File: src/rtl/mcu_pkg.sv
package mcu_pkg;
  localparam int SRC_W  = 32;
  localparam int ADDR_W = 2;

  typedef logic [SRC_W-1:0]  src_vec_t;
  typedef logic [ADDR_W-1:0] reg_addr_t;

  localparam reg_addr_t ADDR_STAT = 2'd0;
  localparam reg_addr_t ADDR_MASK = 2'd1;

  // keep only implemented positions, drop external line 0 unless selected
  function automatic src_vec_t qualify_events(src_vec_t evt, src_vec_t impl,
                                              int unsigned ext_idx, logic ext_sel);
    src_vec_t q;
    q = evt & impl;
    if (!ext_sel) q[ext_idx] = 1'b0;
    return q;
  endfunction

  // set has priority over write-one-clear
  function automatic src_vec_t status_next(src_vec_t cur, src_vec_t setv, src_vec_t clrv);
    return setv | (cur & ~clrv);
  endfunction

  function automatic logic any_enabled(src_vec_t stat, src_vec_t mask);
    return |(stat & mask);
  endfunction
endpackage

File: src/rtl/mcu_evt_qual.sv
module mcu_evt_qual
  import mcu_pkg::*;
#(
  parameter src_vec_t    IMPL     = 32'hF800_0000,
  parameter int unsigned EXT0_IDX = 31
) (
  input  logic     clk,
  input  logic     por_n,
  input  src_vec_t evt_i,
  input  logic     ext0_sel_i,
  output src_vec_t set_o
);
  assign set_o = qualify_events(evt_i, IMPL, EXT0_IDX, ext0_sel_i);

  assert_ext0_gate_R8: assert property (@(posedge clk) disable iff (!por_n)
    !ext0_sel_i |-> !set_o[EXT0_IDX]);
  assert_set_impl_R4: assert property (@(posedge clk) disable iff (!por_n)
    (set_o & ~IMPL) == '0);
endmodule

File: src/rtl/mcu_status_reg.sv
module mcu_status_reg
  import mcu_pkg::*;
#(
  parameter src_vec_t IMPL = 32'hF800_0000
) (
  input  logic     clk,
  input  logic     por_n,
  input  src_vec_t set_i,
  input  src_vec_t clr_i,
  output src_vec_t stat_o
);
  src_vec_t stat_q;
  logic     live_q;

  always_ff @(posedge clk or negedge por_n) begin
    if (!por_n) begin
      stat_q <= '0;
      live_q <= 1'b0;
    end else begin
      stat_q <= status_next(stat_q, set_i, clr_i);
      live_q <= 1'b1;
    end
  end

  assign stat_o = stat_q;

  assert_set_sticks_R1: assert property (@(posedge clk) disable iff (!por_n)
    live_q |-> (($past(set_i) & ~stat_q) == '0));
  assert_no_silent_drop_R2: assert property (@(posedge clk) disable iff (!por_n)
    live_q |-> ((stat_q & $past(stat_q & ~clr_i)) == $past(stat_q & ~clr_i)));
  assert_no_self_set_R2: assert property (@(posedge clk) disable iff (!por_n)
    live_q |-> ((stat_q & ~$past(stat_q) & ~$past(set_i)) == '0));
  assert_set_beats_clear_R9: assert property (@(posedge clk) disable iff (!por_n)
    live_q |-> (($past(set_i & clr_i) & ~stat_q) == '0));
  assert_stat_unimpl_R4: assert property (@(posedge clk) disable iff (!por_n)
    (stat_q & ~IMPL) == '0);
endmodule

File: src/rtl/mcu_mask_reg.sv
module mcu_mask_reg
  import mcu_pkg::*;
#(
  parameter src_vec_t IMPL = 32'hF800_0000
) (
  input  logic     clk,
  input  logic     por_n,
  input  logic     we_i,
  input  src_vec_t wdata_i,
  output src_vec_t mask_o
);
  src_vec_t mask_q;
  logic     live_q;

  always_ff @(posedge clk or negedge por_n) begin
    if (!por_n) begin
      mask_q <= '0;
      live_q <= 1'b0;
    end else begin
      if (we_i) mask_q <= wdata_i & IMPL;
      live_q <= 1'b1;
    end
  end

  assign mask_o = mask_q;

  assert_mask_hold_R6: assert property (@(posedge clk) disable iff (!por_n)
    (live_q && !$past(we_i)) |-> $stable(mask_q));
  assert_mask_unimpl_R4: assert property (@(posedge clk) disable iff (!por_n)
    (mask_q & ~IMPL) == '0);
endmodule

File: src/rtl/mcu_req_gen.sv
module mcu_req_gen
  import mcu_pkg::*;
(
  input  logic     clk,
  input  logic     rst_n,
  input  src_vec_t stat_i,
  input  src_vec_t mask_i,
  output logic     req_o
);
  logic req_q;
  logic live_q;

  always_ff @(posedge clk or negedge rst_n) begin
    if (!rst_n) begin
      req_q  <= 1'b0;
      live_q <= 1'b0;
    end else begin
      req_q  <= any_enabled(stat_i, mask_i);
      live_q <= 1'b1;
    end
  end

  assign req_o = req_q;

  assert_req_follows_R5: assert property (@(posedge clk) disable iff (!rst_n)
    live_q |-> (req_q == (|($past(stat_i) & $past(mask_i)))));
  assert_masked_quiet_R7: assert property (@(posedge clk) disable iff (!rst_n)
    (live_q && ($past(stat_i & mask_i) == '0)) |-> !req_q);
endmodule

File: src/rtl/mcheck_unit.sv
module mcheck_unit
  import mcu_pkg::*;
#(
  parameter src_vec_t    IMPL     = 32'hF800_0000,
  parameter int unsigned EXT0_IDX = 31
) (
  input  logic        clk,
  input  logic        por_n,
  input  logic        sys_rst_n,
  input  logic [31:0] err_evt,
  input  logic        ext0_mc_sel,
  input  logic        rd_en,
  input  logic        wr_en,
  input  logic [1:0]  addr,
  input  logic [31:0] wr_data,
  output logic [31:0] rd_data,
  output logic        mc_req
);
  logic     out_rst_n;
  src_vec_t set_vec;
  src_vec_t clr_vec;
  src_vec_t stat_vec;
  src_vec_t mask_vec;
  logic     stat_wr;
  logic     mask_wr;
  src_vec_t rd_mux;
  src_vec_t rd_q;

  assign out_rst_n = por_n & sys_rst_n;
  assign stat_wr   = wr_en && (addr == ADDR_STAT);
  assign mask_wr   = wr_en && (addr == ADDR_MASK);
  assign clr_vec   = stat_wr ? (wr_data & IMPL) : '0;

  mcu_evt_qual #(.IMPL(IMPL), .EXT0_IDX(EXT0_IDX)) u_qual (
    .clk(clk), .por_n(por_n), .evt_i(err_evt), .ext0_sel_i(ext0_mc_sel), .set_o(set_vec)
  );

  mcu_status_reg #(.IMPL(IMPL)) u_stat (
    .clk(clk), .por_n(por_n), .set_i(set_vec), .clr_i(clr_vec), .stat_o(stat_vec)
  );

  mcu_mask_reg #(.IMPL(IMPL)) u_mask (
    .clk(clk), .por_n(por_n), .we_i(mask_wr), .wdata_i(wr_data), .mask_o(mask_vec)
  );

  mcu_req_gen u_req (
    .clk(clk), .rst_n(out_rst_n), .stat_i(stat_vec), .mask_i(mask_vec), .req_o(mc_req)
  );

  always_comb begin
    unique case (addr)
      ADDR_STAT: rd_mux = stat_vec;
      ADDR_MASK: rd_mux = mask_vec;
      default:   rd_mux = '0;
    endcase
  end

  always_ff @(posedge clk or negedge out_rst_n) begin
    if (!out_rst_n)  rd_q <= '0;
    else if (rd_en)  rd_q <= rd_mux;
  end

  assign rd_data = rd_q;

  assert_rd_hold_R11: assert property (@(posedge clk) disable iff (!out_rst_n)
    (!rd_en) |=> $stable(rd_q));
endmodule

File: config.mk
export PLATFORM = sky130hd
export DESIGN_NAME = mcheck_unit
export DESIGN_NICKNAME = d
export VERILOG_FILES = /design/src/rtl/mcu_pkg.sv /design/src/rtl/mcu_evt_qual.sv /design/src/rtl/mcu_status_reg.sv /design/src/rtl/mcu_mask_reg.sv /design/src/rtl/mcu_req_gen.sv /design/src/rtl/mcheck_unit.sv
export SDC_FILE = /design/constraint.sdc
export NUM_CORES = 1
export LEC_CHECK = 0
export CAP_MARGIN = 20
export CORE_AREA = 2 2 97 75
export DETAILED_ROUTE_END_ITERATION = 10
export DIE_AREA = 0 0 99 77
export DONT_BUFFER_PORTS = 1
export PLACE_DENSITY = 0.72
export SYNTH_ARGS = -nofsm -noshare
export SYNTH_HDL_FRONTEND = slang
export SYNTH_HIERARCHICAL = 1
export SYNTH_SLANG_ARGS = --single-unit
File: constraint.sdc
create_clock -name clk -period 2.45 [get_ports clk]
set_input_delay 0 -clock clk [delete_from_list [all_inputs] [get_ports clk]]
set_output_delay 0 -clock clk [all_outputs]
set_load 0.02 [all_outputs]
==> run summary, run 1 <==
================================================================================
Status                                                              complete, no violations
Number of nets in the final layout                                           455
Number of register bits inferred by synthesis                                 70
Clock skew                                                               6.05 ps
Count of endpoints failing setup in the final report                           0
Max Fanout on Critical Path                                                    3
Area inside the core boundary                                       0.00667 sq mm
Drt first-iter violations                                                     60
Post-placement setup slack                                               1080 ps
Number of primary I/O pins                                                   105
Unique masters post-synth                                                     21
Proportion of synthesized chip area in sequential cells                    48.8%
Rel. slew slack                                                            56.6%
Worst-skew pair later-pin latency                                         340 ps
Worst R2R End                                                        u_req/req_o
Fraction of final layout cells with drive strength greater than 1          7.22%
Maximum clock insertion buffer count                                           2
Dominant delay contributor by cell family on the critical path      simple AND/OR/NAND/NOR gates
Wire length on met2                                                      2960 um
Max stage delay on crit path                                              510 ps
Final-layout setup total negative slack                                     0 ps
Vias in the first global route                                             2,226
Layout fillers                                                               565
Slowest cell on crit path                                           sky130_fd_sc_hd__or4_1
Worst-path clk slew                                                        80 ps
Least setup slack across all paths after layout                          1080 ps
Critical path capture point type                                       flip-flop
Critical Path Sink                                                   u_req/req_o
Global-route wire length before repair                                 10,800 um
Syn-to-layout area delta                                                   9.65%
Initial antenna violation count                                                0
Largest net degree at the start of global routing                             39
Sequential cell area                                                0.00175 sq mm
Row cnt                                                                       26
Total met3 wirelength after detailed routing                              292 um
Final critical-path required period                                      1370 ps
Clock root buffer                                                   sky130_fd_sc_hd__clkbuf_8
Arrival time of the worst setup path                                     1570 ps
Num CTS Buffers                                                                9
Final weighted congestion in routability-driven placement                  0.692
Cell Count Post-Placement                                                    433
Pwr per Cell Area                                                    692 mW/mm^2
Clk sink count                                                                70
Average via count per standard cell                                         4.49
Initial core utilization                                                   53.9%
Detail-routed net length per standard cell                               12.9 um
Share of the clock period used by the worst path after layout              55.8%
Unrepaired setup endpoints after global routing                            false
Register-to-register setup slack                                         1080 ps
Pins Over Slew Limit                                                           0
Total routed wirelength                                                  6110 um
Via count of the routed design                                             2,119
Number of enable flip-flop cells after synthesis                               0
Data required time at the worst endpoint                                 2660 ps
Static Leakage                                                        0.00192 uW
Filler-free cell count of the finished design                                472
Worst Setup Path Type                                               flip-flop to flip-flop
Ant. Diodes                                                                    0
Maximum level of the CTS H-tree                                                3
Maximum clock rate                                                     0.732 GHz
Number of maximum-capacitance violations                                       0
Pre-antenna DRT Iters                                                          5
Most instantiated flip-flop cell in the synthesis netlist           sky130_fd_sc_hd__dfrtp_1
Top routing layer used                                                      met4
I/O Buffers                                                                    0
Critical path cell sequence                                         a22oi_1 -> nand4_1 -> or4_1
Startpoint of the worst register-to-register path                   u_stat/stat_o[30]
Post-route DRC violation count                                                 0
Overflow after GRT                                                             0
Hold Vio Cnt, Final                                                            0
Worst slew pin tran                                                       651 ps
Syn avg cell area                                                     10.6 sq um
Cell area after technology mapping                                  0.00359 sq mm
Multi-input logic area                                              0.00135 sq mm
Detailed-routing wirelength on met1                                      2790 um
Total buffers and inverters traversed by the critical path                     0
All-Layer GR Usage                                                         18.1%
Yosys warnings                                                                 6
Half-perimeter wire length after detailed placement                      3960 um
Max VDD drop                                                            0.351 mV
Number of antenna-violating nets in the routed design                          0
X dimension of the die                                                     99 um
Critical Path Stages                                                           3
Overall die height                                                         77 um
# Post-CTS Setup Buffers                                                       0
Total Die Area                                                      0.00762 sq mm
TritonCTS clock tree                                                       built
Hold crit path type                                                 primary input to flip-flop
Worst Setup Start Kind                                                 flip-flop
Beginning of the critical path                                      u_stat/stat_o[30]
Async SR Flop Fraction                                                      100%
Number of standard cells after synthesis                                     339
Worst r2r path cells                                                           3
================================================================================
==> cell usage in the layout (no fill, tap or decap) <==
cell	n
sky130_fd_sc_hd__conb_1	81
sky130_fd_sc_hd__dfrtp_1	70
sky130_fd_sc_hd__inv_1	64
sky130_fd_sc_hd__mux2i_1	32
sky130_fd_sc_hd__o22ai_1	32
sky130_fd_sc_hd__a21o_1	32
sky130_fd_sc_hd__dlygate4sd3_1	20
sky130_fd_sc_hd__a22oi_1	15
sky130_fd_sc_hd__clkbuf_8	10
sky130_fd_sc_hd__and2_1	7
sky130_fd_sc_hd__mux2_2	5
sky130_fd_sc_hd__nand4_1	4
sky130_fd_sc_hd__buf_12	3
sky130_fd_sc_hd__clkinv_2	2
sky130_fd_sc_hd__clkinvlp_4	2
sky130_fd_sc_hd__bufinv_16	2
sky130_fd_sc_hd__nor3b_2	1
sky130_fd_sc_hd__nand2_1	1
sky130_fd_sc_hd__nor2_1	1
sky130_fd_sc_hd__nand2b_2	1
sky130_fd_sc_hd__buf_4	1
sky130_fd_sc_hd__a22oi_2	1
sky130_fd_sc_hd__or4_1	1
==> synthesized netlist by cell type (all sizes together) (3+ instances only) <==
cell,number,area share [%]
mux2i,32,8.9
conb,3,0.31
o22ai,32,5.6
and2,7,1.2
a21o,32,6.7
nand4,4,0.70
dfrtp,70,49
a22oi,16,3.5
inv,64,6.7
mux2,5,1.6
buf,68,15
==> worst min-delay path by stage <==
| stage | endpoint | cells past startpoint | slack [ps] | start |
|---|---|---|---|---|
| 2_1_floorplan | u_mask/mask_o[27] | 0 | -300 | por_n |
| 3_3_place_gp | u_stat/stat_o[2] | 0 | -290 | por_n |
| 3_5_place_dp | u_stat/stat_o[2] | 0 | -290 | por_n |
| 4_1_cts | u_mask/mask_o[27] | 2 | 40 | addr[1] |
| 5_1_grt | u_mask/mask_o[28] | 2 | 50 | addr[1] |
| 6_report | u_stat/stat_o[31] | 4 | 50 | addr[1] |
==> report_power, final <==
| group | total [uW] | switching [uW] | internal (uW) |
|---|---|---|---|
| registers | 1400 | 143 | 1260 |
| clock network | 1020 | 427 | 597 |
| logic | 303 | 155 | 148 |
| total | 2730 | 725 | 2000 |
==> final cells by class <==
| class | count | share of cell area, % |
|---|---|---|
| timing repair buffer | 24 | 6.80 |
| inverter | 64 | 6.10 |
| sequential | 70 | 44.5 |
| tap | 84 | 2.67 |
| multi-input combinational | 214 | 34.3 |
| clock buffer | 10 | 3.49 |
| clock inverter | 6 | 2.16 |
==> registers in the layout, indices dropped and copies added, names as in the netlist <==
signal	count
rd_data	32
u_stat/stat_o	32
u_mask/mask_o	5
u_req/req_o	1
==> logic make-up after synthesis <==
group	after synthesis	synth area share [%]
buf+inv	133	21.8
other cells	3	0.313
flops	70	48.8
compound gates	80	15.7
simple gates	16	2.93
mux	37	10.5
==> worst min-delay path, stage by stage <==
cell	delay (ps)
sky130_fd_sc_hd__nor3b_2	50
sky130_fd_sc_hd__and2_1	160
sky130_fd_sc_hd__inv_1	50
sky130_fd_sc_hd__a21o_1	100
==> what timing repair did <==
action,4_1_cts,5_1_grt
hold endpoints to repair,112,0
hold buffers,23,0
setup endpoints to repair,0,0
resized for setup,0,0
==> metal layers <==
layer	GRT usage, %	vias to the layer above
li1	-	1080
met1	22.7	998
met2	29.8	33
met3	6.38	8
met4	4.93	0
met5	0	-
==> through the flow <==
step | total power [uW] | instance area [sq um] | hold WS (ps) | utilization (%)
5_1_grt | 2870 | 3940 | 51.6 | 59.1
4_1_cts | 2750 | 3940 | 35.4 | 59.1
6_report | 2730 | 3940 | 46.8 | 59.1
2_1_floorplan | 1700 | 3880 | -296 | -
3_3_place_gp | 1640 | 3460 | -295 | 51.8
3_5_place_dp | 1650 | 3460 | -295 | 51.8
Power figures use the tool's default switching activity.
==> inputs of run 2 (changes only) <==
--- a/config.mk
+++ b/config.mk
@@ -5,12 +5,13 @@
 export SDC_FILE = /design/constraint.sdc
 export NUM_CORES = 1
 export LEC_CHECK = 0
+export ABC_AREA = 1
 export CAP_MARGIN = 20
-export CORE_AREA = 2 2 97 75
+export CORE_AREA = 2 2 102 80
 export DETAILED_ROUTE_END_ITERATION = 10
-export DIE_AREA = 0 0 99 77
+export DIE_AREA = 0 0 104 82
 export DONT_BUFFER_PORTS = 1
-export PLACE_DENSITY = 0.72
+export PLACE_DENSITY = 0.75
 export SYNTH_ARGS = -nofsm -noshare
 export SYNTH_HDL_FRONTEND = slang
 export SYNTH_HIERARCHICAL = 1
==> constraint.sdc (replaced) <==
create_clock -name clk -period 1.2 [get_ports clk]
set_input_delay 0 -clock clk [delete_from_list [all_inputs] [get_ports clk]]
set_output_delay 0 -clock clk [all_outputs]
set_load 0.02 [all_outputs]
==> run 2 against run 1 <==
  * Sequential cell count unchanged
  * Fmax up 18%
  * Register-to-register slack got worse by 1000 ps
  * Die area is 12% higher
  * Worst setup slack lost 1000 ps
  * First-iteration DRC count is 150% higher
  * Final cell count up 52%
==> run summary, run 2 <==
================================================================================
Vias in the first global route                                             3,041   +37%
Async SR Flop Fraction                                                      100%   unchanged
Ant. Diodes                                                                    0   unchanged
Num CTS Buffers                                                                9   unchanged
Count of endpoints failing setup in the final report                           0   unchanged
Max Fanout on Critical Path                                                    2   -1
Cell Count Post-Placement                                                    679   +57%
Slowest cell on crit path                                           sky130_fd_sc_hd__dfrtp_1
Number of primary I/O pins                                                   105   unchanged
Fraction of final layout cells with drive strength greater than 1          7.33%   +0.11 points
Data required time at the worst endpoint                                 1420 ps   -1240 ps
Arrival time of the worst setup path                                     1380 ps   -190 ps
Detail-routed net length per standard cell                               11.2 um   -14%
Syn-to-layout area delta                                                   8.60%
Critical path capture point type                                       flip-flop
Clk sink count                                                                70   unchanged
Filler-free cell count of the finished design                                719   +52%
Final-layout setup total negative slack                                     0 ps   unchanged
Hold Vio Cnt, Final                                                            0   unchanged
Clock skew                                                               4.91 ps   -1.14 ps
Cell area after technology mapping                                  0.00404 sq mm   +13%
Area share of the largest cell type after synthesis                        43.3%   -5.4 points
Top area cells in the synthesized netlist                           sky130_fd_sc_hd__dfrtp_1 43%, sky130_fd_sc_hd__nand2_1 27%, sky130_fd_sc_hd__buf_4 11%
Unrepaired setup endpoints after global routing                            false
Number of register bits inferred by synthesis                                 70   unchanged
Post-route DRC violation count                                                 0   unchanged
Average via count per standard cell                                         4.26   -5.0%
Number of maximum-capacitance violations                                       0   unchanged
Overall die height                                                         82 um   +6.5%
Overflow after GRT                                                             0   unchanged
Initial core utilization                                                   53.4%   -0.44 points
Critical path cell sequence                                         buf_4 -> nand2_1 -> nand2_1 -> nor2_1 -> nand2_1 -> nor2_1 -> nand2_1
Post-layout total power                                                  5330 uW   +95%
Drt first-iter violations                                                    147   +150%
Clock root buffer                                                   sky130_fd_sc_hd__clkbuf_8
Worst-skew pair later-pin latency                                         340 ps   about the same
Register-to-register setup slack                                           40 ps   -1040 ps
Most frequent cell after synthesis                                  sky130_fd_sc_hd__nand2_1
Syn avg cell area                                                     7.14 sq um   -33%
Post-Route Utilization                                                     58.0%   -1.0 points
Half-perimeter wire length after detailed placement                      5250 um   +33%
Proportion of synthesized chip area in sequential cells                    43.3%   -5.4 points
Yosys warnings                                                                 6   unchanged
Rel. slew slack                                                            61.0%   +4.4 points
All-Layer GR Usage                                                         21.0%   +2.9 points
TritonCTS clock tree                                                       built
Most frequent cells after synthesis                                 295 x sky130_fd_sc_hd__nand2_1, 71 x sky130_fd_sc_hd__inv_1, 70 x sky130_fd_sc_hd__dfrtp_1
Most instantiated flip-flop cell in the synthesis netlist           sky130_fd_sc_hd__dfrtp_1
Worst Setup Start Kind                                                 flip-flop
Max stage delay on crit path                                              390 ps   -120 ps
Final critical-path required period                                      1160 ps   -208 ps
Largest net degree at the start of global routing                             39   unchanged
I/O Buffers                                                                    0   unchanged
Most repeated library cell on the critical path                     sky130_fd_sc_hd__nand2_1
Max VDD drop                                                            0.563 mV   +61%
Maximum clock insertion buffer count                                           2   unchanged
Via count of the routed design                                             3,065   +45%
Number of nets in the final layout                                           681   +50%
Final weighted congestion in routability-driven placement                  0.755   +9.1%
Unique masters post-synth                                                     15   -29%
Total Die Area                                                      0.00853 sq mm   +12%
Maximum level of the CTS H-tree                                                3   unchanged
Pwr per Cell Area                                                   1210 mW/mm^2   +75%
Pre-antenna DRT Iters                                                          4   -1
Number of antenna-violating nets in the routed design                          0   unchanged
Static Leakage                                                        0.00244 uW   +27%
Initial antenna violation count                                                0   unchanged
X dimension of the die                                                    104 um   +5.1%
Worst Setup Path Type                                               flip-flop to flip-flop
Row cnt                                                                       28   +7.7%
Maximum clock rate                                                     0.863 GHz   +18%
Status                                                              complete, no violations
Worst-path clk slew                                                        70 ps   about the same
Pins Over Slew Limit                                                           0   unchanged
Area inside the core boundary                                       0.00757 sq mm   +13%
Share of the clock period used by the worst path after layout              96.5%   +41 points
Number of enable flip-flop cells after synthesis                               0   unchanged
Leading cell type in the layout, fill and taps excluded             sky130_fd_sc_hd__nand2_1
Total routed wirelength                                                  8020 um   +31%
Hold crit path type                                                 primary input to flip-flop
Global-route wire length before repair                                 13,800 um   +28%
Commonest non-fill, non-tap cells in the layout                     295 x sky130_fd_sc_hd__nand2_1, 81 x sky130_fd_sc_hd__conb_1, 71 x sky130_fd_sc_hd__inv_1, 70 x sky130_fd_sc_hd__dfrtp_1, 20 x sky130_fd_sc_hd__nand3_2
Cell accounting for the most synthesized area                       sky130_fd_sc_hd__dfrtp_1
Worst slew pin tran                                                       584 ps   -67.5 ps
Number of standard cells after synthesis                                     566   +67%
================================================================================
run 2: where the power goes:
| part | internal, uW | switching [uW] |
|---|---|---|
| Sequential | 2560 | 293 |
| Clock | 926 | 835 |
| Combinational | 265 | 446 |
run 2: logic make-up (layout without fill, tap and decap cells):
| group | Yosys count | count (layout) | share of synthesized area [%] |
|---|---|---|---|
| other cells | 3 | 81 | 0.279 |
| buf+inv | 149 | 119 | 20.5 |
| flops | 70 | 70 | 43.3 |
| simple gates | 344 | 344 | 35.9 |
run 2: layout make-up:
type	count	area, sq um
Sequential cell	70	1750
Fill cell	733	3180
Clock buffer	16	180
Timing Repair Buffer	29	295
Multi-Input combinational cell	425	1750
Inverter	74	278
Tap cell	105	131
run 2: worst max-delay path: cells and delay by family, from the launching register on:
kind	cells	cell delay (ps)
buf+inv	1	140
flops	1	390
simple gates	6	520
run 2: per-stage QoR:
step | worst slack [ps] | hold WS, ps | instance area [sq um]
2_1_floorplan | 339 | -296 | 4340
3_3_place_gp | 171 | -293 | 3950
3_5_place_dp | 164 | -293 | 3950
4_1_cts | 16.2 | 24.6 | 4370
5_1_grt | 3.71 | 49.4 | 4390
6_report | 41.8 | 39.8 | 4390
run 2: final timing paths:
| path | start | endpoint | depth (start not counted) |
|---|---|---|---|
| hold / removal | wr_en | u_stat/stat_o[31] | 5 |
| max in group asynchronous | por_n | rd_data[28] | 5 |
| hold reg to reg | u_stat/stat_o[22] | u_stat/stat_o[22] | 2 |
| setup / recovery | u_stat/stat_o[27] | u_req/req_o | 7 |
| min in group asynchronous | por_n | u_stat/stat_o[13] | 2 |
| setup reg to reg | u_stat/stat_o[27] | u_req/req_o | 7 |
run 2: layer usage:
metal | vias up | wire (um) | global-route usage, %
li1 | 1607 | - | -
met1 | 1385 | 3810 | 25.7
met2 | 59 | 3760 | 36.1
met3 | 14 | 305 | 6.59
met4 | 0 | 140 | 6.49
met5 | - | 0 | 0
run 2: timing repair:
action	4_1_cts	5_1_grt
endpoints found under the hold margin	112	3
endpoints found under the setup margin	0	4
setup buffers	0	2
gates resized for setup	0	1
hold buffers	22	3
==> inputs of run 3 (changes only) <==
--- a/config.mk
+++ b/config.mk
@@ -11,6 +11,7 @@
 export DETAILED_ROUTE_END_ITERATION = 10
 export DIE_AREA = 0 0 104 82
 export DONT_BUFFER_PORTS = 1
+export MAX_ROUTING_LAYER = met4
 export PLACE_DENSITY = 0.75
 export SYNTH_ARGS = -nofsm -noshare
 export SYNTH_HDL_FRONTEND = slang
==> run 3 against run 2 <==
  * Final area stayed put
  * Register-to-register slack hardly changed
  * Clock skew is 1.8 ps lower
  * Sequential share of layout area stayed put
  * Clock-buffer cell count stayed put
  * Sequential power hardly changed
  * Sequential cell count stayed put
  * Combinational power hardly changed
==> run summary, run 3 (synthesis gave the netlist of run 2 again) <==
================================================================================
Status                                                              complete, no violations
Total buffers and inverters traversed by the critical path                     1   unchanged
Num CTS Buffers                                                                9   unchanged
Max stage delay on crit path                                              380 ps   about the same
Layout fillers                                                               733   unchanged
TritonCTS clock tree                                                       built
Ant. Diodes                                                                    0   unchanged
Arrival time of the worst setup path                                     1370 ps   about the same
Number of maximum-capacitance violations                                       0   unchanged
Rel. slew slack                                                            61.7%   +0.70 points
I/O Buffers                                                                    0   unchanged
Net switching fraction of the power                                        29.4%   -0.088 points
All-Layer GR Usage                                                         21.5%   +0.51 points
Maximum clock rate                                                     0.874 GHz   +1.2%
Average via count per standard cell                                         4.29   +0.59%
Static Leakage                                                        0.00244 uW   unchanged
NetSw                                                                    1570 uW   -0.41%
Worst-skew pair later-pin latency                                         340 ps   about the same
Portion of total power attributed to sequential cells                      53.7%   about the same
Initial core utilization                                                   53.4%   unchanged
Dominant delay contributor by cell family on the critical path      simple AND/OR/NAND/NOR gates
Hold Vio Cnt, Final                                                            0   unchanged
Pre-antenna DRT Iters                                                          4   unchanged
Worst slew pin tran                                                       573 ps   -10.5 ps
Unrepaired setup endpoints after global routing                            false
Largest net degree at the start of global routing                             39   unchanged
Vias in the first global route                                             3,050   +0.30%
Half-perimeter wire length after detailed placement                      5250 um   unchanged
Post-Route Utilization                                                     58.0%   unchanged
Count of endpoints failing setup in the final report                           0   unchanged
Share of total power in the clock network                                  33.0%   about the same
Clock skew                                                               3.12 ps   -1.79 ps
Share of the clock period used by the worst path after layout              95.4%   -1.1 points
Sequential cell area                                                0.00175 sq mm   unchanged
Fraction of final layout cells with drive strength greater than 1          7.33%   unchanged
Detail-routed net length per standard cell                               11.1 um   -0.25%
Pint                                                                     3750 uW   about the same
Hold crit path type                                                 primary input to flip-flop
Post-route DRC violation count                                                 0   unchanged
Worst Setup Start Kind                                                 flip-flop
Initial antenna violation count                                                0   unchanged
Cell Count Post-Placement                                                    679   unchanged
Clock root buffer                                                   sky130_fd_sc_hd__clkbuf_8
Drt first-iter violations                                                    137   -6.8%
Area inside the core boundary                                       0.00757 sq mm   unchanged
Critical path cell sequence                                         buf_4 -> nand2_1 -> nand2_1 -> nor2_1 -> nand2_1 -> nor2_1 -> nand2_1
Pins Over Slew Limit                                                           0   unchanged
Total Die Area                                                      0.00853 sq mm   unchanged
Clk sink count                                                                70   unchanged
Pwr per Cell Area                                                   1210 mW/mm^2   -0.12%
Slowest cell on crit path                                           sky130_fd_sc_hd__dfrtp_1
Max VDD drop                                                            0.564 mV   +0.18%
Total routed wirelength                                                  8000 um   -0.25%
Number of primary I/O pins                                                   105   unchanged
X dimension of the die                                                    104 um   unchanged
Maximum level of the CTS H-tree                                                3   unchanged
Leading cell type in the layout, fill and taps excluded             sky130_fd_sc_hd__nand2_1
Number of antenna-violating nets in the routed design                          0   unchanged
Overall die height                                                         82 um   unchanged
Multi-input logic area                                              0.00175 sq mm   unchanged
Via count of the routed design                                             3,083   +0.59%
Maximum clock insertion buffer count                                           2   unchanged
Filler-free cell count of the finished design                                719   unchanged
Overflow after GRT                                                             0   unchanged
Commonest non-fill, non-tap cells in the layout                     295 x sky130_fd_sc_hd__nand2_1, 81 x sky130_fd_sc_hd__conb_1, 71 x sky130_fd_sc_hd__inv_1, 70 x sky130_fd_sc_hd__dfrtp_1, 20 x sky130_fd_sc_hd__nand3_2
Syn-to-layout area delta                                                   8.60%   unchanged
Final-layout setup total negative slack                                     0 ps   unchanged
Worst-path clk slew                                                        70 ps   about the same
Global-route wire length before repair                                 13,800 um   about the same
Final critical-path required period                                      1140 ps   -13.6 ps
Data required time at the worst endpoint                                 1430 ps   about the same
Most repeated library cell on the critical path                     sky130_fd_sc_hd__nand2_1
Max Fanout on Critical Path                                                    2   unchanged
Final weighted congestion in routability-driven placement                  0.765   +1.3%
Row cnt                                                                       28   unchanged
Critical path capture point type                                       flip-flop
Worst Setup Path Type                                               flip-flop to flip-flop
Comb pwr share                                                             13.4%   about the same
Number of nets in the final layout                                           681   unchanged
================================================================================
-- run 3: worst paths after layout --
check | startpoint | to | slack (ps) | cells past startpoint
worst max-delay path | u_stat/stat_o[27] | u_req/req_o | 60 | 7
worst min-delay path | wr_en | u_stat/stat_o[31] | 40 | 5
worst max register to register | u_stat/stat_o[27] | u_req/req_o | 60 | 7
worst min register to register | u_stat/stat_o[4] | u_stat/stat_o[4] | 500 | 2
max in group asynchronous | por_n | rd_data[28] | 260 | 5
min in group asynchronous | por_n | u_stat/stat_o[24] | 170 | 2
-- run 3: power by group through the flow --
stage | logic [uW] | clock network (uW) | registers (uW)
2_1_floorplan | 661 | 0 | 2860
3_3_place_gp | 552 | 0 | 2890
3_5_place_dp | 570 | 0 | 2900
4_1_cts | 684 | 1810 | 2860
5_1_grt | 839 | 1920 | 2880
6_report | 711 | 1750 | 2860
-- run 3: area by class of cell --
cell class | instances | share of cell area [%]
Clock buffer | 16 | 4.10
Multi-Input combinational cell | 425 | 40.0
Sequential cell | 70 | 39.9
Inverter | 74 | 6.33
Tap cell | 105 | 2.99
Timing Repair Buffer | 29 | 6.73
-- run 3: tightest hold or removal path, delay by kind of cell --
family	cells	cell delay [ps]
AND/OR/NAND/NOR	4	310
buffers and inverters	1	40
-- run 3: through the flow --
stage	setup WS (ps)	cell area, sq um	power, uW	hold slack, ps
6_report	55.4	4390	5320	44.1
5_1_grt	3.63	4390	5640	57.8
4_1_cts	16.2	4370	5350	24.6
3_5_place_dp	164	3950	3470	-293
3_3_place_gp	171	3950	3440	-293
2_1_floorplan	339	4340	3520	-296
-- run 3: per-layer routing --
layer | wire [um] | track usage [%] | share of wire (%)
met3 | 331 | 4.84 | 4.1
met1 | 3760 | 25.6 | 47
met2 | 3740 | 36.2 | 47
met4 | 180 | 8.51 | 2.2
met5 | 0 | - | 0
-- run 3: timing repair --
item | in CTS | in global routing
buffers inserted | 0 | 2
hold buffers | 22 | 3
endpoints found under the hold margin | 112 | 3
endpoints found under the setup margin | 0 | 4
gates resized for setup | 0 | 1
